### src/rtl/access_splitter_pkg.sv
package access_splitter_pkg;

  typedef enum logic [1:0] {
    SZ_BYTE = 2'd0,
    SZ_HALF = 2'd1,
    SZ_WORD = 2'd2
  } acc_size_e;

  typedef enum logic [1:0] {
    ST_IDLE = 2'd0,
    ST_XFER = 2'd1,
    ST_DONE = 2'd2
  } split_state_e;

  localparam int CPU_BYTES = 4;
  localparam int OFF_W     = 3;
  localparam int LANES     = 2;

  // step descriptor: byte offset within the access and chunk width in bytes
  typedef struct packed {
    logic [OFF_W-1:0] off;
    logic [1:0]       nbytes;
    logic             last;
  } step_t;

  function automatic logic [OFF_W-1:0] size_to_bytes(input logic [1:0] sz);
    case (sz)
      SZ_BYTE: return OFF_W'(1);
      SZ_HALF: return OFF_W'(2);
      default: return OFF_W'(CPU_BYTES);
    endcase
  endfunction

endpackage

### src/rtl/split_step.sv
module split_step
  import access_splitter_pkg::*;
(
  input  logic             base_lsb,
  input  logic [OFF_W-1:0] off,
  input  logic [OFF_W-1:0] total,
  input  logic             narrow,
  output step_t            step
);
  logic [OFF_W-1:0] remain;
  logic             cur_odd;
  logic             one_byte;

  always_comb begin
    remain   = total - off;
    cur_odd  = base_lsb ^ off[0];
    // a byte cycle is forced by the narrow path, an odd address, or a lone tail byte
    one_byte = narrow || cur_odd || (remain == OFF_W'(1));
    step.off    = off;
    step.nbytes = one_byte ? 2'd1 : 2'd2;
    step.last   = (off + OFF_W'(step.nbytes)) == total;
  end
endmodule

### src/rtl/lane_steer.sv
module lane_steer
  import access_splitter_pkg::*;
(
  input  step_t         step,
  input  logic          cur_odd,
  input  logic          narrow,
  input  logic [31:0]   wdata,
  input  logic [31:0]   acc_in,
  input  logic [15:0]   bus_rdata,
  output logic [1:0]    be,
  output logic [15:0]   bus_wdata,
  output logic [31:0]   acc_out
);
  logic [31:0] src;
  logic        hi_lane;
  logic [15:0] chunk;
  logic [7:0]  lane_byte [LANES];
  logic [LANES-1:0] lane_sel;

  assign src     = wdata >> {step.off, 3'b000};
  assign hi_lane = !narrow && (step.nbytes == 2'd1) && cur_odd;

  always_comb begin
    if (narrow)                  lane_sel = 2'b01;
    else if (step.nbytes == 2'd2) lane_sel = 2'b11;
    else if (cur_odd)            lane_sel = 2'b10;
    else                         lane_sel = 2'b01;
  end
  assign be = lane_sel;

  // per-lane write byte: a full halfword uses each lane's own byte,
  // a single byte lands on whichever lane is strobed
  for (genvar g = 0; g < LANES; g++) begin : g_lane
    always_comb begin
      if (!lane_sel[g])              lane_byte[g] = 8'h00;
      else if (step.nbytes == 2'd2)  lane_byte[g] = src[8*g +: 8];
      else                           lane_byte[g] = src[7:0];
    end
    assign bus_wdata[8*g +: 8] = lane_byte[g];
  end

  always_comb begin
    if (step.nbytes == 2'd2) chunk = bus_rdata;
    else if (hi_lane)        chunk = {8'h00, bus_rdata[15:8]};
    else                     chunk = {8'h00, bus_rdata[7:0]};
    acc_out = acc_in | ({16'h0000, chunk} << {step.off, 3'b000});
  end
endmodule

### src/rtl/access_splitter.sv
module access_splitter
  import access_splitter_pkg::*;
#(
  parameter int AW = 16
) (
  input  logic          clk,
  input  logic          rst_n,
  input  logic          req_valid,
  output logic          req_ready,
  input  logic [AW-1:0] req_addr,
  input  logic [1:0]    req_size,
  input  logic          req_write,
  input  logic [31:0]   req_wdata,
  input  logic          req_periph,
  input  logic          cfg_ext_narrow,
  output logic          rsp_valid,
  output logic [31:0]   rsp_rdata,
  output logic          bus_valid,
  output logic [AW-1:0] bus_addr,
  output logic [1:0]    bus_be,
  output logic          bus_write,
  output logic [15:0]   bus_wdata,
  input  logic          bus_ack,
  input  logic [15:0]   bus_rdata
);
  split_state_e     st_q;
  logic [AW-1:0]    base_q;
  logic [OFF_W-1:0] total_q;
  logic [OFF_W-1:0] off_q;
  logic             narrow_q;
  logic             write_q;
  logic [31:0]      wdata_q;
  logic [31:0]      acc_q;

  step_t            step;
  logic [31:0]      acc_next;
  logic             cur_odd;

  split_step u_step (
    .base_lsb (base_q[0]),
    .off      (off_q),
    .total    (total_q),
    .narrow   (narrow_q),
    .step     (step)
  );

  assign cur_odd = base_q[0] ^ off_q[0];

  lane_steer u_lane (
    .step      (step),
    .cur_odd   (cur_odd),
    .narrow    (narrow_q),
    .wdata     (wdata_q),
    .acc_in    (acc_q),
    .bus_rdata (bus_rdata),
    .be        (bus_be),
    .bus_wdata (bus_wdata),
    .acc_out   (acc_next)
  );

  assign req_ready = (st_q == ST_IDLE);
  assign bus_valid = (st_q == ST_XFER);
  assign bus_addr  = base_q + AW'(off_q);
  assign bus_write = write_q;
  assign rsp_valid = (st_q == ST_DONE);
  assign rsp_rdata = acc_q;

  always_ff @(posedge clk) begin
    if (!rst_n) begin
      st_q     <= ST_IDLE;
      base_q   <= '0;
      total_q  <= '0;
      off_q    <= '0;
      narrow_q <= 1'b0;
      write_q  <= 1'b0;
      wdata_q  <= '0;
      acc_q    <= '0;
    end else begin
      case (st_q)
        ST_IDLE: if (req_valid) begin
          base_q   <= req_addr;
          total_q  <= size_to_bytes(req_size);
          off_q    <= '0;
          narrow_q <= cfg_ext_narrow && !req_periph;
          write_q  <= req_write;
          wdata_q  <= req_wdata;
          acc_q    <= '0;
          st_q     <= ST_XFER;
        end
        ST_XFER: if (bus_ack) begin
          off_q <= off_q + OFF_W'(step.nbytes);
          if (!write_q) acc_q <= acc_next;
          if (step.last) st_q <= ST_DONE;
        end
        default: st_q <= ST_IDLE;
      endcase
    end
  end

  // a held cycle keeps its address and strobes
  a_r8_hold_stable: assert property (@(posedge clk) disable iff (!rst_n)
    bus_valid && !bus_ack |=> bus_valid && $stable(bus_addr) && $stable(bus_be)
                              && $stable(bus_wdata) && $stable(bus_write));
  // at least one lane strobed in every cycle
  a_r2_lane_active: assert property (@(posedge clk) disable iff (!rst_n)
    bus_valid |-> bus_be != 2'b00);
  // an odd address never carries a full halfword
  a_r3_odd_single: assert property (@(posedge clk) disable iff (!rst_n)
    bus_valid && bus_addr[0] |-> $countones(bus_be) == 1);
  // the narrow path only uses lane 0
  a_r6_narrow_lane: assert property (@(posedge clk) disable iff (!rst_n)
    bus_valid && narrow_q |-> bus_be == 2'b01);
  // done follows the final acknowledge and lasts one cycle
  a_r9_done_after_last: assert property (@(posedge clk) disable iff (!rst_n)
    bus_valid && bus_ack && step.last |=> rsp_valid);
  a_r9_done_pulse: assert property (@(posedge clk) disable iff (!rst_n)
    rsp_valid |=> !rsp_valid);
  // ready low while busy, back after done
  a_r10_ready_busy: assert property (@(posedge clk) disable iff (!rst_n)
    bus_valid |-> !req_ready);
  a_r10_ready_back: assert property (@(posedge clk) disable iff (!rst_n)
    rsp_valid |=> req_ready);
  // after an acknowledge the next cycle moves to a new address
  a_r8_advance: assert property (@(posedge clk) disable iff (!rst_n)
    bus_valid && bus_ack && !step.last |=> bus_valid && bus_addr != $past(bus_addr));
endmodule

### config.mk
export PLATFORM = sky130hd
export DESIGN_NAME = access_splitter
export DESIGN_NICKNAME = d
export VERILOG_FILES = /design/src/rtl/access_splitter_pkg.sv /design/src/rtl/split_step.sv /design/src/rtl/lane_steer.sv /design/src/rtl/access_splitter.sv
export SDC_FILE = /design/constraint.sdc
export NUM_CORES = 1
export LEC_CHECK = 0
export BUFFER_PORTS_ARGS = -buffer_cell sky130_fd_sc_hd__buf_2
export CAP_MARGIN = 0
export CORE_AREA = 2 2 119 109
export CTS_CLUSTER_DIAMETER = 40
export DETAILED_ROUTE_END_ITERATION = 8
export DIE_AREA = 0 0 121 111
export GPL_TIMING_DRIVEN = 0
export HOLD_SLACK_MARGIN = 0.06
export MAX_ROUTING_LAYER = met4
export PLACE_DENSITY = 0.69
export SYNTH_ARGS = -nofsm -noshare
export SYNTH_HDL_FRONTEND = slang
export SYNTH_SLANG_ARGS = --single-unit
### constraint.sdc
create_clock -name clk -period 3.4 [get_ports clk]
set_clock_uncertainty 0.05 [all_clocks]
set_input_delay 0.34 -clock clk [delete_from_list [all_inputs] [get_ports clk]]
set_output_delay 0.34 -clock clk [all_outputs]
set_load 0.02 [all_outputs]
## After elaboration in Yosys (flattened, before gate mapping)

Cells that the tools add are included.

| storage, ports and cells | value |
|---|---|
| word-level logic and storage cells | 61 |
| register bits | 90 |
| bits of input ports | 73 |
| output and inout bits | 70 |

| cells by class | value |
|---|---|
| reduce and logical (&&, ||, !) cells | 14 |
| add/subtract/negate cells | 3 |
| bitwise operators | 2 |
| mux-type cells | 21 |
| eq/ne operators | 11 |
| shift-type cells | 2 |

Operator list:

| cell | count |
|---|---|
| 32-bit 2-to-1 mux | 3 |
| 32-bit one-hot mux with 2 select lines | 1 |
| 8-bit 2-to-1 mux | 4 |
| 32-bit OR | 1 |
| 16-bit by 6-bit << shifter with 32-bit output | 1 |
| 32-bit by 6-bit right shift with 16-bit output | 1 |
| 16-bit by 3-bit adder with 16-bit output | 1 |
| 16-bit 2-to-1 mux | 1 |
| 2-bit 2-to-1 mux | 7 |
| 3-bit one-hot mux with 2 select lines | 2 |
| 2-bit by 1-bit == test with 1-bit output, second input constant | 3 |
| 3-bit 2-to-1 mux | 2 |
| 3-bit AND reduction | 2 |
| 2-bit == test, second input constant | 2 |
| 2-bit zero test | 2 |
| 2-bit by 1-bit inequality test with 1-bit output, second input constant | 2 |
| 2-bit inequality test, second input constant | 2 |
| 2-bit one-hot mux with 2 select lines | 1 |
| 4-bit AND reduction | 1 |
| 3-bit by 2-bit adder with 3-bit output | 1 |
| 3-bit by 1-bit == test with 1-bit output, second input constant | 1 |
| 3-bit == test | 1 |
| 1-bit logical AND | 3 |
| 3-bit subtractor | 1 |
| 5 further kinds | 7 |

## Longest topological paths before layout

| logic depth | value |
|---|---|
| depth in word-level cells | 14 |
| depth in mapped cells | 15 |

## Modules after synthesis

A second synthesis with hierarchy kept.

| unflattened totals | value |
|---|---|
| cell total of the unflattened synthesis | 615 |
| area, all modules | 5,306.3 um^2 |

By module, submodules not included:

| module | instances | area an instance (um^2) | cells an instance | sequential area each (um^2) |
|---|---|---|---|---|
| access_splitter | 1 | 3,761.1 | 411 | 1,801.7 |
| lane_steer | 1 | 1,336.3 | 183 | 0.0 |
| split_step | 1 | 209.0 | 21 | 0.0 |

## Worst setup path after synthesis

OpenSTA, ideal clock, no wires.

| path | value |
|---|---|
| path kind | flip-flop to flip-flop |
| start point | register total_q[0] |
| end point | register st_q[0] |
| stages on the path, launching flop included | 16 |
| slack | 0.198 ns |
| data arrival time | 3.013 ns |
| setup time | 0.139 ns |
| path buffers | 2 |
| clock period less this slack | 3.202 ns |
| cells stage by stage | dfxtp_1 > inv_1 > ha_1 > fa_1 > xnor3_1 > a211oi_4 > buf_6 > buf_6 > inv_1 > ha_1 > inv_1 > fa_1 > xor2_1 > nand2_1 > o31ai_1 > a21boi_0 |

| between the ends | value |
|---|---|
| word-level cells in the longest chain between the ends | 8 |

Ends and longest elaborated chain:

| element | line | text |
|---|---|---|
| from (decl) | access_splitter.sv:28 | `logic [OFF_W-1:0] total_q;` |
| from (signal assigned) | access_splitter.sv:82 | `total_q <= size_to_bytes(req_size);` |
| 3-bit subtractor | split_step.sv:15 | `remain = total - off;` |
| 3-bit by 1-bit == test with 1-bit output | split_step.sv:18 | `one_byte = narrow \|\| cur_odd \|\| (remain == OFF_W'(1));` |
| 1-bit logical OR | split_step.sv:18 |  |
| 2-bit 2-to-1 mux | split_step.sv:20 | `step.nbytes = one_byte ? 2'd1 : 2'd2;` |
| 3-bit by 2-bit adder with 3-bit output | split_step.sv:21 | `step.last = (off + OFF_W'(step.nbytes)) == total;` |
| 3-bit == test (*) | split_step.sv:21 |  |
| 2-bit by 1-bit inequality test with 1-bit output (no source line) (*) | -- |  |
| 3-bit AND reduction (no source line) (*) | -- |  |
| to (signal assigned) | access_splitter.sv:70 | `st_q <= ST_IDLE;` |
| to (signal assigned) | access_splitter.sv:88 | `st_q <= ST_XFER;` |
| to (signal assigned) | access_splitter.sv:93 | `if (step.last) st_q <= ST_DONE;` |
| to (decl) | access_splitter.sv:26 | `split_state_e st_q;` |

Every way passes the cells marked *; elsewhere a longest branch is shown, timed or not.
A chain may end at the register's enable or synchronous reset.

## Final worst setup path

Ends and elaborated chain as after synthesis.

==> impl_metrics.env <==
export IMPL_ant_nets=0
export IMPL_wl_um=15100
export IMPL_slew_headroom_pct=40.3
export IMPL_clock_root_buffer="clkbuf_16"
export IMPL_fmax_mhz=299
export IMPL_drv_cap=0
export IMPL_syn_inst=565
export IMPL_power_mw=2.84
export IMPL_num_vias=4766
export IMPL_cts_made_buffers=9
export IMPL_synth_edf_count=0
export IMPL_synthArstFlopShare_pct=0
export IMPL_clkSinkCount=90
export IMPL_drive_above_1_share_pct=28.7
export IMPL_cts_tree="built"
export IMPL_p_leak_nw=2.49
export IMPL_hold_path_class="in -> reg"
export IMPL_die_area_mm2=0.0134
export IMPL_arrival_ns=3.51
export IMPL_critPathLaunchType="register"
export IMPL_dp_slack_ns=-0.241
export IMPL_crit_type="reg -> reg"
export IMPL_power_density_mw_per_mm2=470
export IMPL_syn_to_final_growth_pct=26.1
export IMPL_crit_path_max_fanout=10
export IMPL_hold_buffers=0
export IMPL_routedWlPerCell_um=16.9
export IMPL_final_cell_mix="buf_2 (151), nand2_1 (127), dfxtp_1 (88)"
export IMPL_finalHoldViolCount=0
export IMPL_slew_viol_final=0
export IMPL_period_minus_slack_ns=3.35
export IMPL_setup_viol=0
export IMPL_hpwl_um=11500
export IMPL_htreeDepth=3
export IMPL_synth_nets=646
export IMPL_grt_pass1_vias=4655
export IMPL_drt_pre_antenna_iters=5
export IMPL_critPathMostFrequentCell="inv_1"
export IMPL_via_per_inst=5.36
export IMPL_synthFlopType="dfxtp_1"
export IMPL_cp_required_ns=3.57
export IMPL_worst_slack_ns=0.0547
export IMPL_initial_core_util_pct=38.8
export IMPL_grt_max_degree=15
export IMPL_grt_pass1_wl_um=23700
export IMPL_synth_distinct_cells=51
export IMPL_end_kind="register"
export IMPL_netlist_area_mm2=0.00480
export IMPL_antenna_cells=0
export IMPL_period_share_pct=98.4
export IMPL_rsz0062_at_grt="yes"
export IMPL_synth_yosys_seq_area_share_pct=37.6
export IMPL_cp_cell_sequence="inv_1, ha_1, fa_2, xnor3_2, a211oi_4, buf_6, buf_8, inv_1, ha_1, inv_1, fa_1, xor2_1, nand2_1, o31ai_1, a21boi_1"
export IMPL_tns_ns=0
export IMPL_num_io_pins=143
export IMPL_status="finished clean"
export IMPL_clk_latency_ns=0.35
export IMPL_drc_errors=0
export IMPL_fp_coreArea_mm2=0.0123
export IMPL_die_width_um=121
export IMPL_ir_worst_vdd_uv=254
export IMPL_utilization_pct=49.0
export IMPL_synth_seq_cells=90
export IMPL_nets=803
export IMPL_row_count=39
export IMPL_cpMaxStageDelayCell="fa_1"
export IMPL_port_buffers=142
export IMPL_post_synth_cell_area_avg_um2=8.49
export IMPL_tightestPinTransition_ns=0.894
export IMPL_antenna_found_initial=0
export IMPL_drt_initial_drc_count=388
export IMPL_die_h_um=111
export IMPL_final_common_cell="buf_2"
export IMPL_cts_clk_slew_worst_paths_ns=0.06
export IMPL_cts_buffer_depth=2
export IMPL_grt_overflow=0
export IMPL_synth_warning_count=0
export IMPL_gp_congestion=0.889
export IMPL_crit_path_max_incr_delay_ns=0.46
export IMPL_grtUsageTotal_pct=23.2
==> cells in the mapped netlist (2+ instances only) <==
library cell,number,share of area [%]
mux4_2,8,3.8
buf_4,2,0.31
ha_1,5,1.3
or3b_2,6,1.1
nand2b_1,3,0.39
xnor2_1,13,2.4
and3_1,3,0.39
buf_1,5,0.39
fa_1,3,1.3
buf_6,2,0.47
nand4b_1,8,1.5
o211ai_1,10,1.6
clkbuf_1,25,2.0
buf_2,9,0.94
a21boi_0,54,8.5
nand3b_1,14,2.2
nor2b_1,9,1.2
o21ai_0,19,2.0
nand4_1,11,1.4
a31oi_1,16,2.1
and2_1,2,0.26
mux2i_1,8,1.7
inv_1,10,0.78
a21oi_1,42,4.4
nor3b_1,7,1.1
nand2_1,127,9.9
nor2_1,9,0.70
or2_2,2,0.26
dfxtp_1,90,38
clkinv_1,2,0.16
o2bb2ai_1,8,1.5
mux2_2,8,1.9
xor2_1,6,1.1
nand3_1,2,0.21
==> layer usage <==
metal | wire length, um | GRT usage [%]
met1 | 6590 | 28.9
met3 | 945 | 5.35
met4 | 216 | 5.97
met5 | 0 | -
met2 | 7320 | 37.8
==> kinds of logic (layout without fill, tap and decap cells) <==
group                    count (synthesis)  after routing  synth area share [%]
AO/OA/AOI/OAI                          159            159                  22.0
XOR/XNOR                                20             20                  3.94
adder cells (fa/ha/maj)                  8              8                  2.56
buffers and inverters                   55            216                  5.01
flip-flops                              90             90                  37.6
multiplexers                            24             24                  7.31
AND/OR/NAND/NOR                        209            209                  21.6
==> layout make-up <==
cell class / count / area [um^2]
Timing Repair Buffer: 146 / 741
Sequential cell: 90 / 1800
Inverter: 12 / 45.0
Clock inverter: 4 / 26.3
Fill cell: 1207 / 6300
Clock buffer: 11 / 253
Multi-Input combinational cell: 420 / 2770
Tap cell: 164 / 205
Buffer: 43 / 199
==> report_power, final <==
part	leakage (nW)	internal [mW]	switching, mW
Combinational	1.62	0.274	0.443
Sequential	0.736	1.13	0.0598
Clock	0.138	0.531	0.410
==> critical path: cells and delay by family (launching register included) <==
| kind | cells | cell delay, ns |
|---|---|---|
| flip-flops | 1 | 0.35 |
| buffers and inverters | 5 | 0.48 |
| AO/OA/AOI/OAI | 3 | 0.57 |
| XOR/XNOR | 2 | 0.45 |
| AND/OR/NAND/NOR | 1 | 0.10 |
| adder cells (fa/ha/maj) | 4 | 1.21 |
==> path summary, 6_finish.rpt <==
path                                    start  slack (ns)  cells after the start      endpoint
worst min register to register   rsp_rdata[2]        0.39                      2  rsp_rdata[2]
worst max register to register     total_q[0]        0.05                     15       st_q[0]
worst min-delay path            req_wdata[27]        0.19                      3   wdata_q[27]
worst max-delay path               total_q[0]        0.05                     15       st_q[0]
==> per-stage QoR <==
step	instance area (um^2)	std cells	hold slack, ns
after floorplan	4800	565	0.391
after global placement	5710	871	0.380
after detailed placement	5710	871	0.386
after CTS	6020	889	0.179
after global routing	6050	890	0.193
final	6050	890	0.186
==> what timing repair did <==
item                       4_1_cts  5_1_grt
gates resized for setup          2        7
setup endpoints to repair        2        4
setup buffers                    3        1
pin swaps                        1        3
==> registers in the layout, summed over array words and instances (netlist names) <==
name,cells
base_q,16
bus_write,1
narrow_q,1
off_q,3
rsp_rdata,32
st_q,2
total_q,3
wdata_q,32
(Power assumes the default switching activity.)
